$ cat config.mk
export PLATFORM = sky130hd
export DESIGN_NAME = line_resv_monitor
export DESIGN_NICKNAME = d
export VERILOG_FILES = /design/src/rtl/line_resv_pkg.sv /design/src/rtl/line_status_reg.sv /design/src/rtl/resv_tracker.sv /design/src/rtl/ref_counter.sv /design/src/rtl/line_resv_monitor.sv
export SDC_FILE = /design/constraint.sdc
export NUM_CORES = 1
export LEC_CHECK = 0
export ABC_CLOCK_PERIOD_IN_PS = 2100
export BUFFER_PORTS_ARGS = -buffer_cell sky130_fd_sc_hd__clkbuf_2
export CAP_MARGIN = 20
export CORE_MARGIN = 2
export CORE_UTILIZATION = 42
export CTS_CLUSTER_SIZE = 24
export DETAILED_ROUTE_END_ITERATION = 8
export PLACE_DENSITY = 0.72
export REMOVE_ABC_BUFFERS = 1
export SYNTH_ARGS = -nofsm -noshare
export SYNTH_HDL_FRONTEND = slang
export SYNTH_HIERARCHICAL = 1
export SYNTH_SLANG_ARGS = --single-unit
export TNS_END_PERCENT = 5
$ cat constraint.sdc
create_clock -name clk -period 2.1 [get_ports clk]
set_input_delay 0.42 -clock clk [delete_from_list [all_inputs] [get_ports clk]]
set_output_delay 0.42 -clock clk [all_outputs]
set_load 0.01 [all_outputs]
$ cat src/rtl/line_resv_pkg.sv
package line_resv_pkg;
  localparam int STAT_W = 6;
  localparam int B_VALID = 0;
  localparam int B_WPERM = 1;
  localparam int B_RPERM = 2;
  localparam int B_DIRTY = 3;
  localparam int B_REF   = 4;
  localparam int B_PREF  = 5;

  typedef enum logic [1:0] {
    OP_LOAD  = 2'd0,
    OP_LL    = 2'd1,
    OP_STORE = 2'd2,
    OP_NONE  = 2'd3
  } line_op_e;
endpackage

$ cat src/rtl/line_status_reg.sv
module line_status_reg
  import line_resv_pkg::*;
(
  input  logic              clk,
  input  logic              rst,
  input  logic              upd_en,
  input  logic [STAT_W-1:0] upd_status,
  output logic [STAT_W-1:0] status_q
);
  always_ff @(posedge clk) begin
    if (rst)         status_q <= '0;
    else if (upd_en) status_q <= upd_status;
  end

  p_status_hold_r4: assert property (@(posedge clk) disable iff (rst)
    !upd_en |=> $stable(status_q));
endmodule

$ cat src/rtl/resv_tracker.sv
module resv_tracker #(
  parameter int NUM_CTX = 8,
  parameter int CTX_W   = 3
) (
  input  logic             clk,
  input  logic             rst,
  input  logic             ll_en,
  input  logic             st_en,
  input  logic             clr_all,
  input  logic [CTX_W-1:0] ctx_idx,
  output logic             hit
);
  logic [NUM_CTX-1:0] resv_q;
  logic [NUM_CTX-1:0] sel;

  for (genvar i = 0; i < NUM_CTX; i++) begin : g_ctx
    assign sel[i] = (ctx_idx == CTX_W'(i));
    always_ff @(posedge clk) begin
      if (rst || clr_all || st_en) resv_q[i] <= 1'b0;
      else if (ll_en && sel[i])    resv_q[i] <= 1'b1;
    end
  end

  assign hit = |(resv_q & sel);

  p_store_clears_r7: assert property (@(posedge clk) disable iff (rst)
    st_en |=> (resv_q == '0));
  p_invalidate_clears_r9: assert property (@(posedge clk) disable iff (rst)
    clr_all |=> (resv_q == '0));
  p_ll_records_r5: assert property (@(posedge clk) disable iff (rst)
    (ll_en && !st_en && !clr_all) |=> ($countones(resv_q) >= 1));
  p_sel_onehot_r5: assert property (@(posedge clk) disable iff (rst)
    $onehot0(sel));
endmodule

$ cat src/rtl/ref_counter.sv
module ref_counter #(
  parameter int REF_W = 4
) (
  input  logic             clk,
  input  logic             rst,
  input  logic             inc,
  input  logic             clr,
  output logic [REF_W-1:0] cnt
);
  localparam logic [REF_W-1:0] CNT_MAX = '1;

  always_ff @(posedge clk) begin
    if (rst || clr)                  cnt <= '0;
    else if (inc && cnt != CNT_MAX)  cnt <= cnt + 1'b1;
  end

  p_saturate_r10: assert property (@(posedge clk) disable iff (rst)
    (cnt == CNT_MAX && !clr) |=> (cnt == CNT_MAX));
  p_fill_zero_r10: assert property (@(posedge clk) disable iff (rst)
    clr |=> (cnt == '0));
  p_idle_hold_r10: assert property (@(posedge clk) disable iff (rst)
    (!inc && !clr) |=> $stable(cnt));
endmodule

$ cat src/rtl/line_resv_monitor.sv
module line_resv_monitor
  import line_resv_pkg::*;
#(
  parameter int NUM_CPUS        = 4,
  parameter int THREADS_PER_CPU = 2,
  parameter int REF_W           = 4,
  localparam int CPU_W   = (NUM_CPUS > 1) ? $clog2(NUM_CPUS) : 1,
  localparam int THR_W   = (THREADS_PER_CPU > 1) ? $clog2(THREADS_PER_CPU) : 1
) (
  input  logic              clk,
  input  logic              rst,
  input  logic              req_valid,
  input  logic [1:0]        req_op,
  input  logic              req_cond,
  input  logic [CPU_W-1:0]  req_cpu,
  input  logic [THR_W-1:0]  req_thread,
  input  logic              upd_en,
  input  logic              upd_fill,
  input  logic [STAT_W-1:0] upd_status,
  output logic [STAT_W-1:0] status_q,
  output logic              is_valid,
  output logic              is_readable,
  output logic              is_writable,
  output logic              is_dirty,
  output logic              is_referenced,
  output logic              is_prefetched,
  output logic              resp_valid,
  output logic              wr_ok,
  output logic              sc_ok,
  output logic [REF_W-1:0]  ref_count
);
  localparam int NUM_CTX = NUM_CPUS * THREADS_PER_CPU;
  localparam int CTX_W   = (NUM_CTX > 1) ? $clog2(NUM_CTX) : 1;

  logic             is_store, is_ll, clr_resv, resv_hit;
  logic [CTX_W-1:0] ctx_idx;

  assign is_store = req_valid && (req_op == OP_STORE);
  assign is_ll    = req_valid && (req_op == OP_LL);
  assign clr_resv = upd_en && (upd_fill || !upd_status[B_VALID]);
  assign ctx_idx  = CTX_W'(req_cpu) * CTX_W'(THREADS_PER_CPU) + CTX_W'(req_thread);

  line_status_reg u_status (
    .clk(clk), .rst(rst), .upd_en(upd_en), .upd_status(upd_status), .status_q(status_q)
  );

  resv_tracker #(.NUM_CTX(NUM_CTX), .CTX_W(CTX_W)) u_resv (
    .clk(clk), .rst(rst), .ll_en(is_ll), .st_en(is_store), .clr_all(clr_resv),
    .ctx_idx(ctx_idx), .hit(resv_hit)
  );

  ref_counter #(.REF_W(REF_W)) u_refcnt (
    .clk(clk), .rst(rst), .inc(req_valid && status_q[B_VALID]),
    .clr(upd_en && upd_fill), .cnt(ref_count)
  );

  assign is_valid      = status_q[B_VALID];
  assign is_readable   = status_q[B_VALID] && status_q[B_RPERM];
  assign is_writable   = status_q[B_VALID] && status_q[B_WPERM];
  assign is_dirty      = status_q[B_DIRTY];
  assign is_referenced = status_q[B_REF];
  assign is_prefetched = status_q[B_PREF];

  always_ff @(posedge clk) begin
    if (rst) begin
      resp_valid <= 1'b0;
      wr_ok      <= 1'b0;
      sc_ok      <= 1'b0;
    end else begin
      resp_valid <= is_store;
      wr_ok      <= is_store && (!req_cond || resv_hit);
      sc_ok      <= is_store && req_cond && resv_hit;
    end
  end

  p_sc_implies_wr_r6: assert property (@(posedge clk) disable iff (rst)
    sc_ok |-> (wr_ok && resp_valid));
  p_plain_store_r8: assert property (@(posedge clk) disable iff (rst)
    (is_store && !req_cond) |=> (resp_valid && wr_ok && !sc_ok));
  p_no_resp_r11: assert property (@(posedge clk) disable iff (rst)
    !is_store |=> (!resp_valid && !wr_ok && !sc_ok));
  p_perm_need_valid_r2: assert property (@(posedge clk) disable iff (rst)
    (is_readable || is_writable) |-> is_valid);
endmodule

== Word-level counts from Yosys, hierarchy flattened ==
Cells that the tools add are included.
Cells by class
  equality and inequality tests: 10
  reduce and logical (&&, ||, !) cells: 28
  $add $sub $neg: 2
  bitwise operators: 1
Operators by type and width (count)
  1-bit logical AND: 19
  3-bit equality test (second input constant): 4
  8-bit bitwise AND: 1
  8-bit OR reduction: 1
  3-bit by 2-bit equality test with 1-bit output (second input constant): 2
  1-bit logical OR: 5
  4-bit by 1-bit adder with 4-bit output (second input constant): 1
  4-bit != test (second input constant): 1
  3-bit by 1-bit adder with 3-bit output: 1
  3-bit by 1-bit equality test with 1-bit output (second input constant): 1
  3-bit logical NOT: 1
  2-bit by 1-bit equality test with 1-bit output (second input constant): 1
  2-bit equality test (second input constant): 1
  1-bit logical NOT: 2
Storage, ports and cells
  output and inout port bits: 19
  input bits: 17
  register bits: 21

== Depth between registers and ports, before layout ==
Gate-level depths: netlist of run 1.
  word-level depth: 6
  depth in mapped cells: 5

== Modules after synthesis ==
Netlist of run 1, hierarchy kept.
Modules (own cells, without submodules)
  resv_tracker: area an instance 385.4 µm², times used 1, cells an instance 30
  line_status_reg: area an instance 214.0 µm², times used 1, cells an instance 19
  ref_counter: area an instance 210.2 µm², times used 1, cells an instance 21
  line_resv_monitor: area an instance 177.7 µm², times used 1, cells an instance 19

== Worst setup path after synthesis of run 1 ==
Ideal clock, no wire load.
  kind: input to register
  start point: input port req_thread
  end point: register sc_ok
  setup slack: 0.522 ns
  stages: 4
  arrival: 1.463 ns
  required time: 1.984 ns
  cell sequence: buf_6 > mux4_1 > mux2_2 > and3_1
On the way
  cells in the longest elaborated chain, start to end: 5
  elaborated cells on any way between the ends: 12
  classes of those cells: add/sub (1); eq/ne (7); bitwise (1); reduce/logical (3)
Ends and longest elaborated chain
  start: declaration: line line_resv_monitor.sv:16  | input logic [THR_W-1:0] req_thread,
  3-bit by 1-bit adder with 3-bit output (*): line line_resv_monitor.sv:41  | assign ctx_idx = CTX_W'(req_cpu) * CTX_W'(THREADS_PER_CPU) + CTX_W'(req_thread);
  3-bit by 1-bit equality test with 1-bit output (tied with other cells): line resv_tracker.sv:17  | assign sel[i] = (ctx_idx == CTX_W'(i));
  8-bit bitwise AND (*): line resv_tracker.sv:24  | assign hit = |(resv_q & sel);
  8-bit OR reduction (*): line resv_tracker.sv:24
  net resv_hit: line line_resv_monitor.sv:35  | logic is_store, is_ll, clr_resv, resv_hit;
  1-bit logical AND (*): line line_resv_monitor.sv:72  | sc_ok <= is_store && req_cond && resv_hit;
  end signal: assignment: line line_resv_monitor.sv:72
  end: declaration: line line_resv_monitor.sv:29  | output logic sc_ok,
The timed path passes the listed nets; every way through them passes the cells marked *.
A chain may end at the register's enable or synchronous reset.

== Worst setup path in the final report of run 1 ==
  start point: register u_status.status_q[0]
  end point: output port is_writable
On the way
  cells in the longest elaborated chain, start to end: 1
Ends and longest elaborated chain
  start: declaration: line line_status_reg.sv:8  | output logic [STAT_W-1:0] status_q
  start signal: assignment: line line_status_reg.sv:12  | else if (upd_en) status_q <= upd_status;
  1-bit logical AND: line line_resv_monitor.sv:59  | assign is_writable = status_q[B_VALID] && status_q[B_WPERM];
  end: declaration: line line_resv_monitor.sv:23  | output logic is_writable,
No other way between the ends.

==> results.py, run 1 <==
metrics = {
    "run_status": {
        "outcome": "completed",
    },
    "setup_path": {
        "crit_fanout": 6,
        "cp_data_required_time_ns": 1.68,
        "path_cells": "and2_1, clkbuf_2",
        "crit_path_max_incr_delay_ns": 0.43,
        "cp_top_family": "flip-flops",
        "r2r_slack_ns": 0.76,
        "path_buf_inv": 1,
        "cp_slowest_cell": "dfxtp_1",
        "worst-path-stages": 2,
        "worst_ep_arrival_time_ns": 1.02,
        "startpoint_type": "register",
        "end_kind": "primary output",
        "r2r_cells": 3,
        "crit_type": "register to primary output",
    },
    "synthesis": {
        "synth_edf_count": 0,
        "synthArstFlopShare": 0,
        "avgSynthCellArea_um2": 11.09,
        "yosysSeqAreaShare": 0.4259,
        "synthTopCellsByCount": "dfxtp_1, mux2i_1, nor2_1",
        "synth_top_cell_area_share": 0.4259,
        "ys_types": 32,
        "synth_cells": 89,
        "ys.flop_type": "dfxtp_1",
        "netlist_area_um2": 987.2,
        "yosysTopAreaCell": "dfxtp_1",
        "ys_warn_count": 6,
        "synth_area_leaders": "dfxtp_1, mux2i_1, mux4_1, o21a_1, and4b_1",
        "yosysMostFrequentCell": "dfxtp_1",
        "ys_seq_elements": 21,
    },
    "grt": {
        "antenna_found_initial": 0,
        "gr-total-overflow": 0,
        "grt_max_degree": 13,
        "grt_first_pass_wirelength_mm": 3.022,
        "grt_usage": 0.1488,
        "grt_pass1_vias": 727,
    },
    "run": {
        "maxCapViolations": 0,
    },
    "floorplanning": {
        "ios": 36,
        "die-area_um2": 2754,
        "chipWidth_um": 52.48,
        "core_um2": 2212,
        "initial_core_util": 0.4463,
        "num_rows": 17,
        "die_h_um": 52.48,
    },
    "placed_design": {
        "gp_congestion": 0.6829,
        "hpwlAfterDp_mm": 1.381,
        "dpl.cell_count": 146,
        "port_buffers": 35,
    },
    "clock_tree": {
        "cts_buffers": 3,
        "post_cts_resized": 0,
        "h-tree-depth": 1,
        "cts_hold_buf": 0,
        "clk_pin_slew_ns": 0.11,
        "cts_buffer_depth": 2,
        "clock_latency_ns": 0.30,
        "postCtsSetupRepairBufs": 0,
        "cts_root_buffer": "clkbuf_4",
        "clkSinkCount": 21,
        "cts_tree": "done",
    },
    "final_layout": {
        "layout-drive-gt1-share": 0.3852,
        "finalNetCount": 141,
        "area_growth_pct": 19.14,
        "antennaDiodeCount": 0,
        "final-instance-count-excl-fill": 150,
        "final_util": 0.5317,
    },
    "worst_hold_path": {
        "min_path_type": "primary input to register",
        "worstHoldPathCells": 2,
    },
    "power": {
        "power_density_nw_per_um2": 587.9,
        "cellLeakagePower_nw": 0.5824,
        "finalPower_uw": 691.4,
        "vdd_drop_max_v": 0.0003546,
    },
    "sta": {
        "fmax_mhz": 695.9,
        "worstMarginPinSlew_ns": 0.3523,
        "hold_violations": 0,
        "rsz0062_at_grt": "no",
        "finalCritPeriodShare": 0.6843,
        "setup_viol": 0,
        "worst_clock_skew_ns": 0.001465,
        "period_minus_slack_ns": 1.437,
        "slew_headroom": 0.7643,
        "tns_ns": 0,
        "slew_violations": 0,
    },
    "route": {
        "num_vias": 765,
        "post_drt_wl_per_cell_um": 12.33,
        "first_iter_violations": 13,
        "drtPass1Iterations": 3,
        "ant_nets": 0,
        "drt-total-wl_mm": 1.849,
        "viasPerCell": 5.100,
        "drc": 0,
    },
}
layer usage:
layer	vias up	global-route usage	part of all wire
met3	2	0.02857	0.045
met1	359	0.1676	0.44
li1	388	-	-
met5	-	0	0
met4	0	0.08547	0.0070
met2	16	0.2583	0.51
area by class of cell:
class / count / area, um2
fill: 213 / 1036
multi-input combinational: 59 / 503.0
sequential: 21 / 420.4
timing repair buffer: 36 / 182.7
tap: 28 / 35.03
clock buffer: 3 / 22.52
inverter: 2 / 7.507
clock inverter: 1 / 5.005
kinds of logic (layout without fill, tap and decap cells):
logic type / after synthesis / after routing / share of synthesized area
adders and majority gates: 1 / 1 / 0.01267
muxes: 11 / 11 / 0.1458
and+or+nand+nor: 34 / 34 / 0.2357
buffers and inverters: 9 / 42 / 0.06464
AOI/OAI and AO/OA: 13 / 13 / 0.1153
DFF: 21 / 21 / 0.4259
state kept, by name, summed over array words and instances, names as in the netlist:
register,count
u_refcnt/cnt,4
sc_ok,1
resp_valid,1
u_resv/resv_q,8
u_status/status_q,6
wr_ok,1
path summary, 6_finish.rpt:
| kind | startpoint | end |
|---|---|---|
| max | u_status/status_q[0] | is_writable |
| min | req_cond | wr_ok |
| max reg2reg | u_resv/resv_q[3] | sc_ok |
| min reg2reg | u_resv/resv_q[5] | u_resv/resv_q[5] |
power by group:
group | internal (mW) | switching, mW | total (mW)
combinational | 0.0408 | 0.0444 | 0.0852
sequential | 0.408 | 0.00728 | 0.415
clock | 0.0710 | 0.120 | 0.191
worst register-to-register path, cell delays in order (launching register included):
cell	delay (ns)
dfxtp_1	0.33
mux4_1	0.48
mux2_2	0.28
and3_1	0.16
layout by cell type, fill, tap and decap left out, drive strengths merged:
master / netlist / final
a21boi: 2 / 2
a21oi: 1 / 1
a41oi: 1 / 1
and2: 4 / 4
and3: 2 / 2
and3b: 2 / 2
and4b: 3 / 3
and4bb: 3 / 3
buf: 6 / 1
clkbuf: 1 / 38
clkinv: 0 / 1
dfxtp: 21 / 21
ha: 1 / 1
inv: 2 / 2
mux2: 1 / 1
mux2i: 8 / 8
mux4: 2 / 2
nand2: 4 / 4
nand2b: 1 / 1
nand4: 1 / 1
nand4b: 1 / 1
nor2: 8 / 8
nor2b: 1 / 1
nor3: 1 / 1
nor4b: 1 / 1
nor4bb: 1 / 1
o211ai: 1 / 1
o21a: 7 / 7
o41ai: 1 / 1
or3: 1 / 1
per-stage QoR:
stage / instance area [um2] / hold slack (ns) / setup WS (ns)
global placement: 1149 / 0.4473 / 0.4089
floorplan: 930.9 / 0.4320 / 0.6357
global route: 1176 / 0.2739 / 0.6031
detailed placement: 1149 / 0.4587 / 0.3898
CTS: 1176 / 0.2787 / 0.6451
finish: 1176 / 0.2911 / 0.6631
No activity file was read; power rests on OpenSTA's default activity.
==> inputs of run 2 (changes only) <==
--- a/config.mk
+++ b/config.mk
@@ -5,14 +5,15 @@
 export SDC_FILE = /design/constraint.sdc
 export NUM_CORES = 1
 export LEC_CHECK = 0
-export ABC_CLOCK_PERIOD_IN_PS = 2100
+export ABC_AREA = 1
+export ABC_CLOCK_PERIOD_IN_PS = 1500
 export BUFFER_PORTS_ARGS = -buffer_cell sky130_fd_sc_hd__clkbuf_2
 export CAP_MARGIN = 20
 export CORE_MARGIN = 2
 export CORE_UTILIZATION = 42
 export CTS_CLUSTER_SIZE = 24
 export DETAILED_ROUTE_END_ITERATION = 8
-export PLACE_DENSITY = 0.72
+export PLACE_DENSITY = 0.7
 export REMOVE_ABC_BUFFERS = 1
 export SYNTH_ARGS = -nofsm -noshare
 export SYNTH_HDL_FRONTEND = slang
==> constraint.sdc (replaced) <==
create_clock -name clk -period 1.5 [get_ports clk]
set_input_delay 0.3 -clock clk [delete_from_list [all_inputs] [get_ports clk]]
set_output_delay 0.3 -clock clk [all_outputs]
set_load 0.01 [all_outputs]
==> run 2 against run 1 <==
Hold slack worse by 0.097 ns. Sequential cell count stayed put. Sequential share of layout area is 2.1 points lower. Clock-buffer cell count stayed put. Clock skew is 0.0015 ns higher. Area after synthesis is 9.4% higher. Worst setup slack worse by 0.44 ns.
==> results.py, run 2 <==
metrics = {
    "sta": {
        "fmax_mhz": 782.4,
        "setup_viol": 0,
        "slew_violations": 0,
        "hold_violations": 0,
        "worst_clock_skew_ns": 0.003008,
        "rsz0062_at_grt": "no",
        "slew_headroom": 0.7960,
        "period_minus_slack_ns": 1.278,
        "finalCritPeriodShare": 0.8521,
        "worstMarginPinSlew_ns": 0.3060,
        "setup_slack_ns": 0.2219,
        "tns_ns": 0,
    },
    "setup_path": {
        "worst_ep_arrival_time_ns": 0.98,
        "reg2reg_to": "u_refcnt/cnt[0]",
        "timing.rr.start": "u_refcnt/cnt[0]",
        "crit_type": "register to primary output",
        "end_kind": "primary output",
        "startpoint_type": "register",
        "cp_data_required_time_ns": 1.20,
        "crit_fanout": 6,
        "r2r_slack_ns": 0.32,
        "r2r_cells": 6,
    },
    "route": {
        "post_drt_wl_per_cell_um": 9.714,
        "viasPerCell": 4.618,
        "num_vias": 1002,
        "ant_nets": 0,
        "drc": 0,
        "first_iter_violations": 20,
        "drt-total-wl_mm": 2.108,
        "drtPass1Iterations": 4,
    },
    "final_layout": {
        "reg_top3": "u_resv/resv_q x8, u_status/status_q x6, u_refcnt/cnt x4",
        "area_growth_pct": 15.87,
        "top_register": "u_resv/resv_q",
        "antennaDiodeCount": 0,
        "multi_input_area_um2": 465.4,
        "finalNetCount": 206,
        "largest_register_ff_count": 8,
        "final-instance-count-excl-fill": 217,
        "final_cell_mix": "clkbuf_2, nand2_1, nor2_1, inv_1, dfxtp_1",
        "ff_latch_area_um2": 420.4,
        "nFillCells": 251,
        "final_common_cell": "clkbuf_2",
        "layout-drive-gt1-share": 0.2727,
    },
    "synthesis": {
        "synthArstFlopShare": 0,
        "ys_seq_elements": 21,
        "synth_edf_count": 0,
        "ys.flop_type": "dfxtp_1",
        "synth_cells": 156,
        "avgSynthCellArea_um2": 6.922,
        "synthTopCellsByCount": "nand2_1, nor2_1, inv_1",
        "netlist_area_um2": 1080,
        "yosysTopAreaCell": "dfxtp_1",
        "yosysMostFrequentCell": "nand2_1",
        "ys_types": 18,
        "synth_area_leaders": "dfxtp_1, nand2_1, nor2_1, inv_1, nand4_1",
        "synth_top_cell_area_share": 0.3893,
        "yosysSeqAreaShare": 0.3893,
        "ys_warn_count": 6,
    },
    "run_status": {
        "outcome": "completed",
    },
    "clock_tree": {
        "h-tree-depth": 1,
        "cts_root_buffer": "clkbuf_4",
        "clk_pin_slew_ns": 0.12,
        "cts_hold_buf": 0,
        "post_cts_resized": 0,
        "clock_latency_ns": 0.30,
        "cts_buffers": 3,
        "cts_buffer_depth": 2,
        "cts_tree": "done",
        "clkSinkCount": 21,
        "postCtsSetupRepairBufs": 0,
    },
    "power": {
        "vdd_drop_max_v": 0.0004780,
        "cellLeakagePower_nw": 0.6660,
        "power_density_nw_per_um2": 806.2,
    },
    "placed_design": {
        "place_ws_ns": 0.2517,
        "dpl.cell_count": 213,
        "port_buffers": 35,
        "gp_congestion": 0.7785,
        "hpwlAfterDp_mm": 1.619,
    },
    "floorplanning": {
        "ios": 36,
        "die_h_um": 54.71,
        "num_rows": 18,
        "core_um2": 2455,
        "chipWidth_um": 54.71,
        "die-area_um2": 2993,
        "initial_core_util": 0.4399,
    },
    "run": {
        "maxCapViolations": 0,
    },
    "worst_hold_path": {
        "worstHoldPathCells": 3,
        "holdPathEnd": "sc_ok",
        "min_path_type": "primary input to register",
        "hp-start": "req_cond",
    },
    "grt": {
        "grt_first_pass_wirelength_mm": 3.291,
        "gr-total-overflow": 0,
        "grt_pass1_vias": 796,
        "grt_usage": 0.1497,
        "grt_max_degree": 15,
        "antenna_found_initial": 0,
    },
}
==> run 2: cell count changes in the layout (fill, tap and decap cells not counted), moves of 4 or more <==
| cell | change |
|---|---|
| a21oi_1 | +7 |
| nor2_1 | +21 |
| inv_1 | +23 |
| nand3_1 | +6 |
| mux2i_1 | -8 |
| nand4_1 | +12 |
| and2_1 | -4 |
| o21a_1 | -7 |
| nand2_1 | +26 |
==> run 2: where the power goes <==
group          total, mW  internal [mW]  leakage, nW  switching, mW
Clock              0.269         0.0994       0.0177          0.170
Combinational      0.153         0.0578        0.477         0.0950
Sequential         0.587          0.573        0.171         0.0134
==> run 2: cells by family (layout without fill, tap and decap cells) <==
kind of cell             Yosys count  in the layout  synth area share
AND/OR/NAND/NOR                   84             84            0.3685
AO/OA/AOI/OAI                     11             11           0.05098
flip-flops                        21             21            0.3893
buffers and inverters             39             70            0.1796
adder cells (fa/ha/maj)            1              1           0.01159
==> run 2: worst max-delay path, stage by stage (launching register included) <==
cell and delay (ns):
dfxtp_1 0.44, nand2_1 0.07, inv_1 0.05, clkbuf_2 0.12
==> run 2: worst max path at each step <==
stage	slack, ns	cells past startpoint	from	end
finish	0.22	3	u_status/status_q[0]	is_writable
global route	0.11	3	u_status/status_q[0]	is_writable
CTS	0.19	3	u_status/status_q[0]	is_writable
detailed placement	0.25	8	req_thread	wr_ok
global placement	0.30	8	req_thread	wr_ok
floorplan	0.38	6	u_refcnt/cnt[0]	u_refcnt/cnt[1]
==> run 2: routing by layer <==
layer  share of wire  up-vias  global-route usage
met3           0.047        4             0.02732
li1                -      541                   -
met2            0.48       22              0.2302
met1            0.45      435              0.2037
met5               0        -                   0
met4           0.015        0             0.06250
==> run 2: cell type report <==
cell class / count / area share
clock buffers: 3 / 0.01800
clock inverters: 1 / 0.004000
inverters: 30 / 0.09400
multi-input cells: 96 / 0.3720
flip-flops and latches: 21 / 0.3360
well taps: 30 / 0.03000
repair buffers: 36 / 0.1460
==> run 2: through the flow <==
step / util / hold slack (ns) / power (mW) / area, um2
after floorplan: - / 0.4188 / 0.6743 / 1003
after global placement: 0.4985 / 0.4422 / 0.7486 / 1224
after detailed placement: 0.4985 / 0.4483 / 0.7536 / 1224
after CTS: 0.5097 / 0.1864 / 1.024 / 1251
after global routing: 0.5097 / 0.1768 / 1.073 / 1251
final: 0.5097 / 0.1939 / 1.009 / 1251
==> inputs of run 3 (changes only) <==
--- a/config.mk
+++ b/config.mk
@@ -10,10 +10,10 @@
 export BUFFER_PORTS_ARGS = -buffer_cell sky130_fd_sc_hd__clkbuf_2
 export CAP_MARGIN = 20
 export CORE_MARGIN = 2
-export CORE_UTILIZATION = 42
+export CORE_UTILIZATION = 49
 export CTS_CLUSTER_SIZE = 24
 export DETAILED_ROUTE_END_ITERATION = 8
-export PLACE_DENSITY = 0.7
+export PLACE_DENSITY = 0.8
 export REMOVE_ABC_BUFFERS = 1
 export SYNTH_ARGS = -nofsm -noshare
 export SYNTH_HDL_FRONTEND = slang
==> run 3 against run 2 <==
Hold slack improved by 0.014 ns. Maximum frequency fell by 1.7%. Cell area fell by 0.40%. Via count fell by 0.40%. Non-clock buffer count did not move. Clock power fell by 1%. Power fell by 0.29%. Critical path depth did not move. Wire length fell by 0.57%. Utilization rose by 11 points. Die area fell by 13%. Sequential cell count did not move.
==> results.py, run 3 (synthesized netlist as in run 2, its figures left out) <==
metrics = {
    "worst_hold_path": {
        "min_path_type": "primary input to register",
    },
    "placed_design": {
        "hpwlAfterDp_mm": 1.607,
        "port_buffers": 35,
        "gp_congestion": 0.8138,
    },
    "clock_tree": {
        "cts_tree": "done",
        "clk_pin_slew_ns": 0.11,
        "h-tree-depth": 1,
        "cts_buffer_depth": 2,
        "postCtsSetupRepairBufs": 0,
        "cts_hold_buf": 0,
        "post_cts_resized": 0,
        "cts_root_buffer": "clkbuf_4",
        "clock_latency_ns": 0.30,
        "cts_buffers": 3,
        "clkSinkCount": 21,
    },
    "grt": {
        "antenna_found_initial": 0,
        "grt_util_met2": 0.2727,
        "grt_pass1_vias": 812,
        "gr-total-overflow": 0,
        "grt_busiest_layer": "met2",
        "grt_max_degree": 12,
        "grt_first_pass_wirelength_mm": 3.374,
        "use_met3": 0.06140,
        "grt_usage": 0.1719,
        "met1_usage": 0.2222,
    },
    "final_layout": {
        "nFillCells": 194,
        "largest_register_ff_count": 8,
        "antennaDiodeCount": 0,
        "finalNetCount": 206,
        "final_cell_mix": "clkbuf_2, nand2_1, nor2_1, inv_1, dfxtp_1",
        "top_register": "u_resv/resv_q",
        "layout-drive-gt1-share": 0.2674,
        "area_growth_pct": 15.41,
        "final_util": 0.6163,
        "reg_top3": "u_resv/resv_q x8, u_status/status_q x6, u_refcnt/cnt x4",
        "final_common_cell": "clkbuf_2",
    },
    "route": {
        "drc": 0,
        "ant_nets": 0,
        "drtPass1Iterations": 4,
        "num_vias": 998,
        "first_iter_violations": 29,
        "viasPerCell": 4.664,
        "post_drt_wl_per_cell_um": 9.794,
        "drt-total-wl_mm": 2.096,
    },
    "sta": {
        "rsz0062_at_grt": "no",
        "fmax_mhz": 768.8,
        "whs_ns": 0.2075,
        "worstMarginPinSlew_ns": 0.5450,
        "hold_violations": 0,
        "slew_violations": 0,
        "slew_headroom": 0.6353,
        "period_minus_slack_ns": 1.301,
        "tns_ns": 0,
        "setup_viol": 0,
        "worst_clock_skew_ns": 0.0006054,
        "finalCritPeriodShare": 0.8672,
    },
    "setup_path": {
        "path_cells": "nand2_1, inv_1, clkbuf_2",
        "path_buf_inv": 2,
        "end_kind": "primary output",
        "cp_data_required_time_ns": 1.20,
        "crit_fanout": 6,
        "startpoint_type": "register",
        "cp_slowest_cell": "dfxtp_1",
        "worst_ep_arrival_time_ns": 1.00,
        "cp_top_family": "flip-flops",
        "crit_path_max_incr_delay_ns": 0.46,
        "crit_type": "register to primary output",
    },
    "power": {
        "power_density_nw_per_um2": 807.1,
        "cellLeakagePower_nw": 0.6628,
        "vdd_drop_max_v": 0.0006222,
    },
    "floorplanning": {
        "ios": 36,
        "die_h_um": 50.94,
        "die-area_um2": 2595,
        "chipWidth_um": 50.94,
        "initial_core_util": 0.5340,
        "core_um2": 2022,
        "num_rows": 16,
    },
    "run": {
        "maxCapViolations": 0,
    },
    "run_status": {
        "outcome": "completed",
    },
}
[run 3: report_power, final]
| group | switching, mW | internal (mW) | total, mW | leakage [nW] |
|---|---|---|---|---|
| clock | 0.161 | 0.104 | 0.265 | 0.0150 |
| sequential | 0.0148 | 0.573 | 0.588 | 0.171 |
| combinational | 0.0951 | 0.0582 | 0.153 | 0.477 |
| total | 0.271 | 0.735 | 1.01 | 0.663 |
[run 3: final timing paths]
path                        start          endpoint  slack (ns)  cells after the start
min                      req_cond             sc_ok        0.21                      3
max          u_status/status_q[0]       is_readable        0.20                      3
max reg2reg       u_refcnt/cnt[0]   u_refcnt/cnt[1]        0.30                      6
min reg2reg      u_resv/resv_q[6]  u_resv/resv_q[6]        0.46                      2
[run 3: tightest hold or removal path, delay by kind of cell]
family / cells / cell delay [ns]
buffers and inverters: 1 / 0.09
AND/OR/NAND/NOR: 2 / 0.09
[run 3: through the flow]
step	setup slack (ns)	total power [mW]	cell area [um2]	cells
2_1_floorplan	0.3845	0.6743	1003	147
3_3_place_gp	0.3196	0.7497	1220	210
3_5_place_dp	0.2632	0.7539	1220	210
4_1_cts	0.1817	1.019	1246	214
5_1_grt	0.09703	1.060	1246	214
6_report	0.1993	1.006	1246	214
[run 3: final cells by class]
type | instances | area [um2] | area share
Tap cell | 27 | 33.78 | 0.02711
Sequential cell | 21 | 420.4 | 0.3373
Inverter | 30 | 117.6 | 0.09438
Clock buffer | 4 | 26.28 | 0.02108
Timing Repair Buffer | 36 | 182.7 | 0.1466
Multi-Input combinational cell | 96 | 465.4 | 0.3735
[run 3: metal layers]
layer / part of all wire / vias up
met3: 0.082 / 2
met5: 0 / -
met2: 0.45 / 38
li1: - / 539
met1: 0.46 / 419
met4: 0.0057 / 0
